$ cat src/rtl/ccdv_pkg.sv
package ccdv_pkg;

   typedef enum logic [1:0] {
      RD_FULL = 2'd0,
      RD_2OF8 = 2'd1,
      RD_2OF4 = 2'd2,
      RD_ADD  = 2'd3
   } rdmeth_t;

   typedef enum logic [3:0] {
      S_IDLE  = 4'd0,
      S_GATE1 = 4'd1,
      S_ASHF  = 4'd2,
      S_GATE2 = 4'd3,
      S_TOP   = 4'd4,
      S_LSH   = 4'd5,
      S_LVAL  = 4'd6,
      S_BOT   = 4'd7,
      S_DONE  = 4'd8
   } vstate_t;

   typedef struct packed {
      rdmeth_t meth;
      logic    windowed;
   } mode_attr_t;

   localparam int NUM_MODES = 9;
   localparam int GROUP_LINES = 8;

   function automatic mode_attr_t attr_of(int m);
      mode_attr_t a;
      case (m)
         1:       a = '{meth: RD_2OF8, windowed: 1'b0};
         2:       a = '{meth: RD_2OF4, windowed: 1'b0};
         3:       a = '{meth: RD_ADD,  windowed: 1'b0};
         4:       a = '{meth: RD_2OF4, windowed: 1'b1};
         5:       a = '{meth: RD_ADD,  windowed: 1'b1};
         6:       a = '{meth: RD_FULL, windowed: 1'b1};
         7, 8:    a = '{meth: RD_2OF8, windowed: 1'b1};
         default: a = '{meth: RD_FULL, windowed: 1'b0};
      endcase
      return a;
   endfunction

   function automatic int rows_per_line(rdmeth_t m);
      case (m)
         RD_2OF8: return 4;
         RD_2OF4: return 2;
         RD_ADD:  return 2;
         default: return 1;
      endcase
   endfunction

   // gate group serving line position ln (0-based) of an 8-line group
   function automatic logic [2:0] group_of_line(int ln);
      case (ln)
         0, 5:    return 3'b001;
         1, 4:    return 3'b010;
         default: return 3'b100;
      endcase
   endfunction

   // line positions read by a method; step2 is the second addition step
   function automatic logic [GROUP_LINES-1:0] lines_read(rdmeth_t m, logic step2);
      case (m)
         RD_2OF8: return 8'b0010_0001;
         RD_2OF4: return 8'b1100_1100;
         RD_ADD:  return step2 ? 8'b0011_0011 : 8'b1100_1100;
         default: return 8'b1111_1111;
      endcase
   endfunction

   function automatic logic [2:0] gates_for(rdmeth_t m, logic step2);
      logic [2:0] g;
      logic [GROUP_LINES-1:0] rd;
      g  = 3'b000;
      rd = lines_read(m, step2);
      for (int i = 0; i < GROUP_LINES; i++) begin
         if (rd[i]) g = g | group_of_line(i);
      end
      return g;
   endfunction

endpackage

$ cat src/rtl/ccdv_mode_map.sv
module ccdv_mode_map
   import ccdv_pkg::*;
#(
   parameter int CW         = 11,
   parameter int EFF_ROWS   = 1236,
   parameter int ACT_ROWS   = 1220,
   parameter int L_CTR_SLOW = 434,
   parameter int L_CTR_FAST = 568,
   parameter int L_C3_SLOW  = 444,
   parameter int L_C3_FAST  = 580,
   parameter int L_AF1_SLOW = 170,
   parameter int L_AF1_FAST = 235,
   parameter int L_AF2_SLOW = 43,
   parameter int L_AF2_FAST = 75
) (
   input  logic [3:0]    mode_code,
   input  logic          rate_hi,
   output rdmeth_t       meth,
   output logic [CW-1:0] n_lines,
   output logic [CW-1:0] n_top,
   output logic [CW-1:0] n_bot
);

   localparam int ENTRIES = 2 * NUM_MODES;

   function automatic int lines_for(int m, int hi);
      case (m)
         1:       return ACT_ROWS / 4;
         2, 3:    return ACT_ROWS / 2;
         4, 5:    return (hi != 0) ? L_CTR_FAST : L_CTR_SLOW;
         6:       return (hi != 0) ? L_C3_FAST  : L_C3_SLOW;
         7:       return (hi != 0) ? L_AF1_FAST : L_AF1_SLOW;
         8:       return (hi != 0) ? L_AF2_FAST : L_AF2_SLOW;
         default: return ACT_ROWS;
      endcase
   endfunction

   rdmeth_t       tab_meth  [ENTRIES];
   logic [CW-1:0] tab_lines [ENTRIES];
   logic [CW-1:0] tab_top   [ENTRIES];
   logic [CW-1:0] tab_bot   [ENTRIES];

   for (genvar i = 0; i < ENTRIES; i++) begin : g_ent
      localparam mode_attr_t ATTR = attr_of(i / 2);
      localparam int LN   = lines_for(i / 2, i % 2);
      localparam int KEPT = LN * rows_per_line(ATTR.meth);
      localparam int TOP  = ATTR.windowed ? (EFF_ROWS - KEPT) / 2 : 0;
      localparam int BOT  = ATTR.windowed ? (EFF_ROWS - KEPT - TOP) : 0;
      if (LN < 1 || KEPT > EFF_ROWS || LN >= (1 << CW)) begin : g_bad
         $error("ccdv_mode_map: entry %0d does not fit the effective area", i);
      end
      assign tab_meth[i]  = ATTR.meth;
      assign tab_lines[i] = CW'(LN);
      assign tab_top[i]   = CW'(TOP);
      assign tab_bot[i]   = CW'(BOT);
   end

   logic [3:0] mode_eff;
   logic [4:0] idx;

   assign mode_eff = (mode_code < 4'(NUM_MODES)) ? mode_code : 4'd0;
   assign idx      = {mode_eff, rate_hi};

   assign meth    = tab_meth[idx];
   assign n_lines = tab_lines[idx];
   assign n_top   = tab_top[idx];
   assign n_bot   = tab_bot[idx];

endmodule

$ cat src/rtl/ccdv_downcnt.sv
module ccdv_downcnt #(
   parameter int W = 11
) (
   input  logic         clk,
   input  logic         rst_n,
   input  logic         load,
   input  logic [W-1:0] load_val,
   input  logic         dec,
   output logic         zero
);

   logic [W-1:0] value;

   if (W < 2) begin : g_bad_w
      $error("ccdv_downcnt: width too small");
   end

   always_ff @(posedge clk) begin
      if (!rst_n)    value <= '0;
      else if (load) value <= load_val;
      else if (dec)  value <= value - 1'b1;
   end

   assign zero = (value == '0);

endmodule

$ cat src/rtl/ccd_vseq.sv
module ccd_vseq
   import ccdv_pkg::*;
#(
   parameter int CW         = 11,
   parameter int EFF_ROWS   = 1236,
   parameter int ACT_ROWS   = 1220,
   parameter int ADD_SHIFTS = 2
) (
   input  logic       clk,
   input  logic       rst_n,
   input  logic       frame_go,
   input  logic [3:0] mode_sel,
   input  logic       rate_hi,
   output logic [2:0] gate_pulse,
   output logic       shift_stb,
   output logic       sweep_stb,
   output logic       line_vld,
   output logic       frame_done
);

   localparam int MIN_CW = $clog2(EFF_ROWS + 1);

   if (CW < MIN_CW || ADD_SHIFTS < 1 || ADD_SHIFTS >= (1 << CW) || ACT_ROWS > EFF_ROWS) begin : g_bad_cfg
      $error("ccd_vseq: inconsistent configuration");
   end

   rdmeth_t       map_meth, lat_meth;
   logic [CW-1:0] map_lines, map_top, map_bot;
   logic [CW-1:0] lat_lines, lat_top, lat_bot;

   ccdv_mode_map #(
      .CW(CW), .EFF_ROWS(EFF_ROWS), .ACT_ROWS(ACT_ROWS)
   ) u_map (
      .mode_code(mode_sel),
      .rate_hi  (rate_hi),
      .meth     (map_meth),
      .n_lines  (map_lines),
      .n_top    (map_top),
      .n_bot    (map_bot)
   );

   vstate_t       st, st_nx;
   logic          cnt_ld, cnt_dec, cnt_zero;
   logic [CW-1:0] cnt_val;
   vstate_t       body_st, tail_st;
   logic [CW-1:0] body_val, tail_val;

   ccdv_downcnt #(.W(CW)) u_cnt (
      .clk     (clk),
      .rst_n   (rst_n),
      .load    (cnt_ld),
      .load_val(cnt_val),
      .dec     (cnt_dec),
      .zero    (cnt_zero)
   );

   // mode profile captured only on an accepted frame start
   always_ff @(posedge clk) begin
      if (!rst_n) begin
         lat_meth  <= RD_FULL;
         lat_lines <= '0;
         lat_top   <= '0;
         lat_bot   <= '0;
      end else if (st == S_IDLE && frame_go) begin
         lat_meth  <= map_meth;
         lat_lines <= map_lines;
         lat_top   <= map_top;
         lat_bot   <= map_bot;
      end
   end

   always_ff @(posedge clk) begin
      if (!rst_n) st <= S_IDLE;
      else        st <= st_nx;
   end

   assign body_st  = (lat_top != '0) ? S_TOP : S_LSH;
   assign body_val = (lat_top != '0) ? lat_top - 1'b1 : lat_lines - 1'b1;
   assign tail_st  = (lat_bot != '0) ? S_BOT : S_DONE;
   assign tail_val = lat_bot - 1'b1;

   always_comb begin
      st_nx   = st;
      cnt_ld  = 1'b0;
      cnt_val = '0;
      cnt_dec = 1'b0;
      case (st)
         S_IDLE: if (frame_go) st_nx = S_GATE1;
         S_GATE1: begin
            cnt_ld = 1'b1;
            if (lat_meth == RD_ADD) begin
               st_nx   = S_ASHF;
               cnt_val = CW'(ADD_SHIFTS - 1);
            end else begin
               st_nx   = body_st;
               cnt_val = body_val;
            end
         end
         S_ASHF: begin
            if (cnt_zero) st_nx = S_GATE2;
            else          cnt_dec = 1'b1;
         end
         S_GATE2: begin
            st_nx   = body_st;
            cnt_ld  = 1'b1;
            cnt_val = body_val;
         end
         S_TOP: begin
            if (cnt_zero) begin
               st_nx   = S_LSH;
               cnt_ld  = 1'b1;
               cnt_val = lat_lines - 1'b1;
            end else begin
               cnt_dec = 1'b1;
            end
         end
         S_LSH: st_nx = S_LVAL;
         S_LVAL: begin
            if (cnt_zero) begin
               st_nx   = tail_st;
               cnt_ld  = 1'b1;
               cnt_val = tail_val;
            end else begin
               st_nx   = S_LSH;
               cnt_dec = 1'b1;
            end
         end
         S_BOT: begin
            if (cnt_zero) st_nx = S_DONE;
            else          cnt_dec = 1'b1;
         end
         S_DONE:  st_nx = S_IDLE;
         default: st_nx = S_IDLE;
      endcase
   end

   always_comb begin
      case (st)
         S_GATE1: gate_pulse = gates_for(lat_meth, 1'b0);
         S_GATE2: gate_pulse = gates_for(RD_ADD, 1'b1);
         default: gate_pulse = 3'b000;
      endcase
   end

   assign shift_stb  = (st == S_ASHF) || (st == S_LSH);
   assign sweep_stb  = (st == S_TOP) || (st == S_BOT);
   assign line_vld   = (st == S_LVAL);
   assign frame_done = (st == S_DONE);


   strobe_excl_chk: assert property (@(posedge clk) disable iff (!rst_n)
      $onehot0({|gate_pulse, shift_stb, sweep_stb, line_vld, frame_done}));


   vld_after_shift_chk: assert property (@(posedge clk) disable iff (!rst_n)
      line_vld |-> $past(shift_stb));


   done_then_quiet_chk: assert property (@(posedge clk) disable iff (!rst_n)
      frame_done |=> (gate_pulse == 3'b000 && !shift_stb && !sweep_stb && !line_vld && !frame_done));


   add_order_chk: assert property (@(posedge clk) disable iff (!rst_n)
      (gate_pulse == 3'b011) |-> $past(shift_stb));


   first_gate_chk: assert property (@(posedge clk) disable iff (!rst_n)
      (gate_pulse != 3'b000 && gate_pulse != 3'b011) |-> $past(frame_go));


   latch_hold_chk: assert property (@(posedge clk) disable iff (!rst_n)
      (st != S_IDLE) |=> ($stable(lat_lines) && $stable(lat_meth) && $stable(lat_top)));

endmodule

$ cat config.mk
export PLATFORM = sky130hd
export DESIGN_NAME = ccd_vseq
export DESIGN_NICKNAME = d
export VERILOG_FILES = /design/src/rtl/ccdv_pkg.sv /design/src/rtl/ccdv_mode_map.sv /design/src/rtl/ccdv_downcnt.sv /design/src/rtl/ccd_vseq.sv
export SDC_FILE = /design/constraint.sdc
export NUM_CORES = 1
export LEC_CHECK = 0
export BUFFER_PORTS_ARGS = -buffer_cell sky130_fd_sc_hd__buf_2
export CAP_MARGIN = 10
export CORE_MARGIN = 3
export CORE_UTILIZATION = 53
export DETAILED_ROUTE_END_ITERATION = 8
export PLACE_DENSITY = 0.71
export SLEW_MARGIN = 20
export SYNTH_ARGS = -nofsm -noshare
export SYNTH_HDL_FRONTEND = slang
export SYNTH_SLANG_ARGS = --single-unit
$ cat constraint.sdc
create_clock -name clk -period 3.3 [get_ports clk]
set_clock_uncertainty 0.15 [all_clocks]
set_input_delay 0.165 -clock clk [delete_from_list [all_inputs] [get_ports clk]]
set_output_delay 0.165 -clock clk [all_outputs]
set_load 0.01 [all_outputs]
Word level (Yosys, flattened, before mapping)
Memory sizes are Yosys's and may differ from the RTL's. A register that Yosys moved wholly into a read port is not among the register bits.
Index checks and enable logic that the tools add are counted.
Storage, ports and cells
  bits of input ports: 8
  output and inout port bits: 7
  word-level logic and storage cells: 100
  flip-flop bits (word level): 15
  ROM bits: 768
  memories kept: 3
Operators by class
  muxes and demuxes: 53
  add/sub/neg operators: 3
  equal/unequal tests: 15
  reductions and logical operators: 15
  bitwise logic cells: 8
  magnitude comparators: 1
Memory list
  (name not given): depth 32, bits a word 11, rd ports 1, clocked after memory_dff 1, wr ports 0, line ccdv_mode_map.sv:66  | assign n_top = tab_top[idx];
  (name not given): depth 32, bits a word 11, rd ports 1, clocked after memory_dff 1, wr ports 0, line ccdv_mode_map.sv:65  | assign n_lines = tab_lines[idx];
  (name not given): depth 32, bits a word 2, rd ports 1, clocked after memory_dff 1, wr ports 0, line ccdv_mode_map.sv:64  | assign meth = tab_meth[idx];
Operator list (number)
  $mux W3: 29
  $mux W11: 6
  $pmux W11 S4: 1
  $sub A11 B1 Y11 const B: 3
  $pmux W4 S8: 1
  $mux W4: 7
  $or A3 B3 Y3: 7
  $eq A4 B3 Y1 const B: 4
  $pmux W8 S2: 1
  $logic_not A11 Y1: 1
  $reduce_bool A11 Y1: 1
  $eq A4 B2 Y1 const B: 2
  $mux W8: 1
  $ne A2 B2 Y1 const B: 4
  $not A5 Y6: 1
  $pmux W3 S2: 1
  $reduce_or A2 Y1: 3
  $mux W1: 5
  $eq A2 B2 Y1 const B: 2
  $eq A4 B1 Y1 const B: 1
  $eq A4 B4 Y1 const B: 1
  $logic_not A4 Y1: 1
  $lt A4 B4 Y1 const B: 1
  $reduce_and A4 Y1: 1
  7 further kinds: 10

Longest topological paths before layout
  depth after elaboration: 27
  mapped depth: 8
  mapped depth without buffers: 7

By module
Synthesis repeated with hierarchy kept, for this count alone.
Second synthesis, totals
  cells, all modules: 494
  area total of the unflattened synthesis: 3711.1 µm²
Modules (own cells, without submodules)
  ccd_vseq: sequential area each 780.7 µm², times used 1, area an instance 2551.2 µm², cells an instance 341
  ccdv_downcnt: sequential area each 220.2 µm², times used 1, area an instance 599.3 µm², cells an instance 70
  ccdv_mode_map: sequential area each 0.0 µm², times used 1, area an instance 560.5 µm², cells an instance 83

Least setup slack after synthesis
OpenSTA, ideal clock, no wires.
  kind: register to register
  from: register u_cnt.value[0]
  to: register u_cnt.value[2]
  data arrival time: 2182 ps
  clock period less this slack: 2454 ps
  setup time: 122 ps
  path buffers: 1
  required time: 3028 ps
  cell stages (with the launch flop): 8
  slack: 846 ps
  path through: dfxtp_1 inv_1 ha_1 or4b_2 o31ai_1 a21oi_1 clkbuf_1 a311o_1
On the way
  longest elaborated chain between the ends: 4
  elaborated cells on any way between the ends: 12
  those cells by class: add/sub (1); mux (9); reduce/logical (2)
Ends and longest elaborated chain
  from (decl): line ccdv_downcnt.sv:12  | logic [W-1:0] value;
  from (signal assigned): line ccdv_downcnt.sv:20  | else if (load) value <= load_val;
  from (signal assigned): line ccdv_downcnt.sv:21  | else if (dec) value <= value - 1'b1;
  parallel branches: the longest is 4 deep, another holds $sub A11 B1 Y11
Parallel ways; which one is timed is not known. The select of a mux whose other input is x is not followed.
A chain may end at the register's enable or synchronous reset.

Worst setup path after layout
  from: register u_cnt.value[0]
  to: register u_cnt.value[0]
Same word-level chain as after synthesis.

==> results by group <==
Cells and area
  – Layout cells sized above 1: 0.120
  – Final #Nets: between 300 and 400
  – Ant. Diodes: 0
  – Final cell count without fillers: 425
  – Fin area: 2930 µm²
  – Synth-to-layout area growth: 5.82%

Timing
  – Slew @ Worst Pin: 875 ps
  – RSZ-0062 raised after global routing: no
  – Setup violators final: 0
  – Crit path time final: roughly 2800 ps
  – Relative max-transition margin: 0.417
  – Fin. max-slew vios: 0
  – Setup WS post-layout: 531 ps
  – Hold Fails Final Rpt: 0
  – Max Clk Rate: 0.361 GHz
  – Fin crit share: 0.839
  – Setup TNS: 0 ps

Setup path
  – Type of the worst setup path: flop to flop
  – Top delay family on crit path: simple AND/OR/NAND/NOR gates
  – Crit path cell chain: inv_1, ha_1, or4b_2, nor3_1, o21ai_0, and3_1, a2111oi_0
  – Crit. End Element: flop
  – Crit-path max FO: 5
  – Slowest-stage cell, CP: or4b_2
  – CP Data Required Time: 3330 ps
  – Max incr delay on CP: approximately 650 ps
  – Critical path buffer and inverter count: 1
  – Startpoint types: flop
  – Worst EP arrival: about 2800 ps

Global routing
  – All-Layer GR Usage: 0.249
  – Vias in the first global route: 2493
  – Initial antenna violation count: 0
  – First-pass GRT wire length: 12.0 mm
  – Final global-route overflow total: 0
  – Pin count of the biggest net entering global routing: 30

Clock network
  – CTS clk-pin slew, worst paths: 80 ps
  – Clock latency on the worst-skew pair: 290 ps
  – Clk buf depth: 2
  – Root Buffer: clkbuf_8
  – Hold-fix buffer count after cts: 0
  – Post-CTS Setup Inserts: 0
  – H-tree Lvls: 2
  – CTS sink count: 37
  – PostCTS Resize Cnt: 0
  – CTS tree: done
  – Number of buffers created by CTS: 5

Place
  – # port buffers: 14
  – Placed Area: 2860 µm²
  – Pre-CTS setup slack: 620 ps
  – # placed instances: 419
  – Post-DP HPWL: 5.37 mm
  – GPL Wtd Cong: slightly below 0.9

Synth
  – Synth warnings: 0
  – Synth Area in Compound Gates: 0.278
  – Area leader, netlist: dfxtp_1
  – Distinct cell type count after synthesis: 66
  – Synth Instances: 357
  – Proportion of synthesized area in mux cells: 0.00722
  – Top-area cell type share of the netlist area: 0.267
  – Number of flops mapped to enable cells by yosys: 0
  – #FFs+latches synth: 37
  – Synth area leaders: dfxtp_1 (27%), ha_1 (5.0%), a21oi_1 (4.9%)
  – Largest family of logic cells by synthesized area: simple AND/OR/NAND/NOR gates
  – Syn Area/Cell: 7.76 µm²
  – Synthesized cell area: around 2800 µm²
  – Post-Synth Simple-Gate Area: 0.291
  – Synth Area in XOR/XNOR: 0.0506
  – Synth Area in Adders: 0.0497
  – Top cells by count, synth: dfxtp_1 (37), a21oi_1 (27), nor2_1 (27)
  – Sequential share of the synthesized area: 0.267
  – Count leader, synth: dfxtp_1
  – Top_reg_cell synth: dfxtp_1
  – Mapped Nets: about 380
  – Asr flop ratio synth: 0

Drt
  – Initial DRC Count: 163
  – Via count: around 2700
  – Post-DRT Antenna Nets: 0
  – Total Wirelength: approximately 7.4 mm
  – # DRC: 0
  – Vias per Instance: 6.45
  – Wire length per cell: 17.4 µm
  – Drt first pass iters: 6

Hold path
  – Hold crit path type: primary input to flop

Die
  – Initial Util: 0.568
  – Die width: 78.3 µm
  – Core region area: between 4000 and 5000 µm²
  – Site Rows: 25
  – Die Y: 78.3 µm
  – DIE AREA: 6130 µm²
  – Io pins: 15

Run status
  – Status: complete, no violations

Power and ir drop
  – Tot Pwr: between 0.002 and 0.003 W
  – Pwr/cell area: 965 nW/µm²
  – Max IR drop VDD: 0.380 mV
  – Leak pwr: 1.15 nW

Job
  – Max cap viols: 0
[cells in the final DEF (no fill, tap or decap), types with 5 or more instances in the layout]
cell and instances:
nor4_1 8, clkbuf_8 5, nor2b_1 6, nand2b_1 5, o22ai_1 5, inv_1 16
or3b_2 6, o21ai_0 20, xor2_1 6, buf_2 14, or4_1 5, a21oi_1 27
and2_1 5, nand3_1 13, nor2_1 27, ha_1 11, o211ai_1 7, nor3_1 19
nand2_1 20, xnor2_1 10, dfxtp_1 37
[flip-flops by register name, summed over array words and instances (netlist names)]
register,count
lat_bot,9
lat_lines,11
lat_meth,2
st,4
u_cnt.value,11
[routing by layer]
metal / wire [µm] / vias up / track usage
li1: - / 1341 / -
met1: 3280 / 1296 / 0.303
met2: 3560 / 87 / 0.424
met3: 370 / 17 / 0.0436
met4: 190 / 0 / 0.117
met5: 0 / - / 0
[worst paths after layout]
kind,start,to,slack [ps],depth (start not counted)
hold reg to reg,lat_bot[9],lat_bot[9],330,2
setup / recovery,u_cnt.value[0],u_cnt.value[0],530,7
hold / removal,mode_sel[3],lat_lines[10],120,3
setup reg to reg,u_cnt.value[0],u_cnt.value[0],530,7
[where the power goes]
group / switching (W) / total [W] / leakage, nW / internal (W)
sequential: 0.000197 / 0.000780 / 0.303 / 0.000583
combinational: 0.00102 / 0.00176 / 0.810 / 0.000742
clock: 0.000154 / 0.000293 / 0.0399 / 0.000139
[tightest hold or removal path, stage by stage]
cell and delay, ps:
buf_2 180, o31ai_1 90, a31oi_1 70
[through the flow]
stage	util	hold WS (ps)
finish	0.601	124
global route	0.601	143
CTS	0.601	103
detailed placement	0.586	323
global placement	0.586	320
floorplan	-	232
[cells by family (layout without fill, tap and decap cells)]
group / after synthesis / in the layout
compound gates: 110 / 110
xor+xnor: 16 / 16
buf+inv: 39 / 40
mux: 2 / 2
flops: 37 / 37
fa+ha+maj: 11 / 11
simple gates: 142 / 142
[area by class of cell]
| type | instances | area [µm²] |
|---|---|---|
| Multi-Input combinational cell | 281 | 1870 |
| Inverter | 16 | 60.1 |
| Clock inverter | 1 | 5.00 |
| Timing Repair Buffer | 18 | 100 |
| Clock buffer | 5 | 68.8 |
| Sequential cell | 37 | 741 |
| Tap cell | 67 | 83.8 |
| Fill cell | 469 | 1950 |
(Power assumes the default switching activity.)
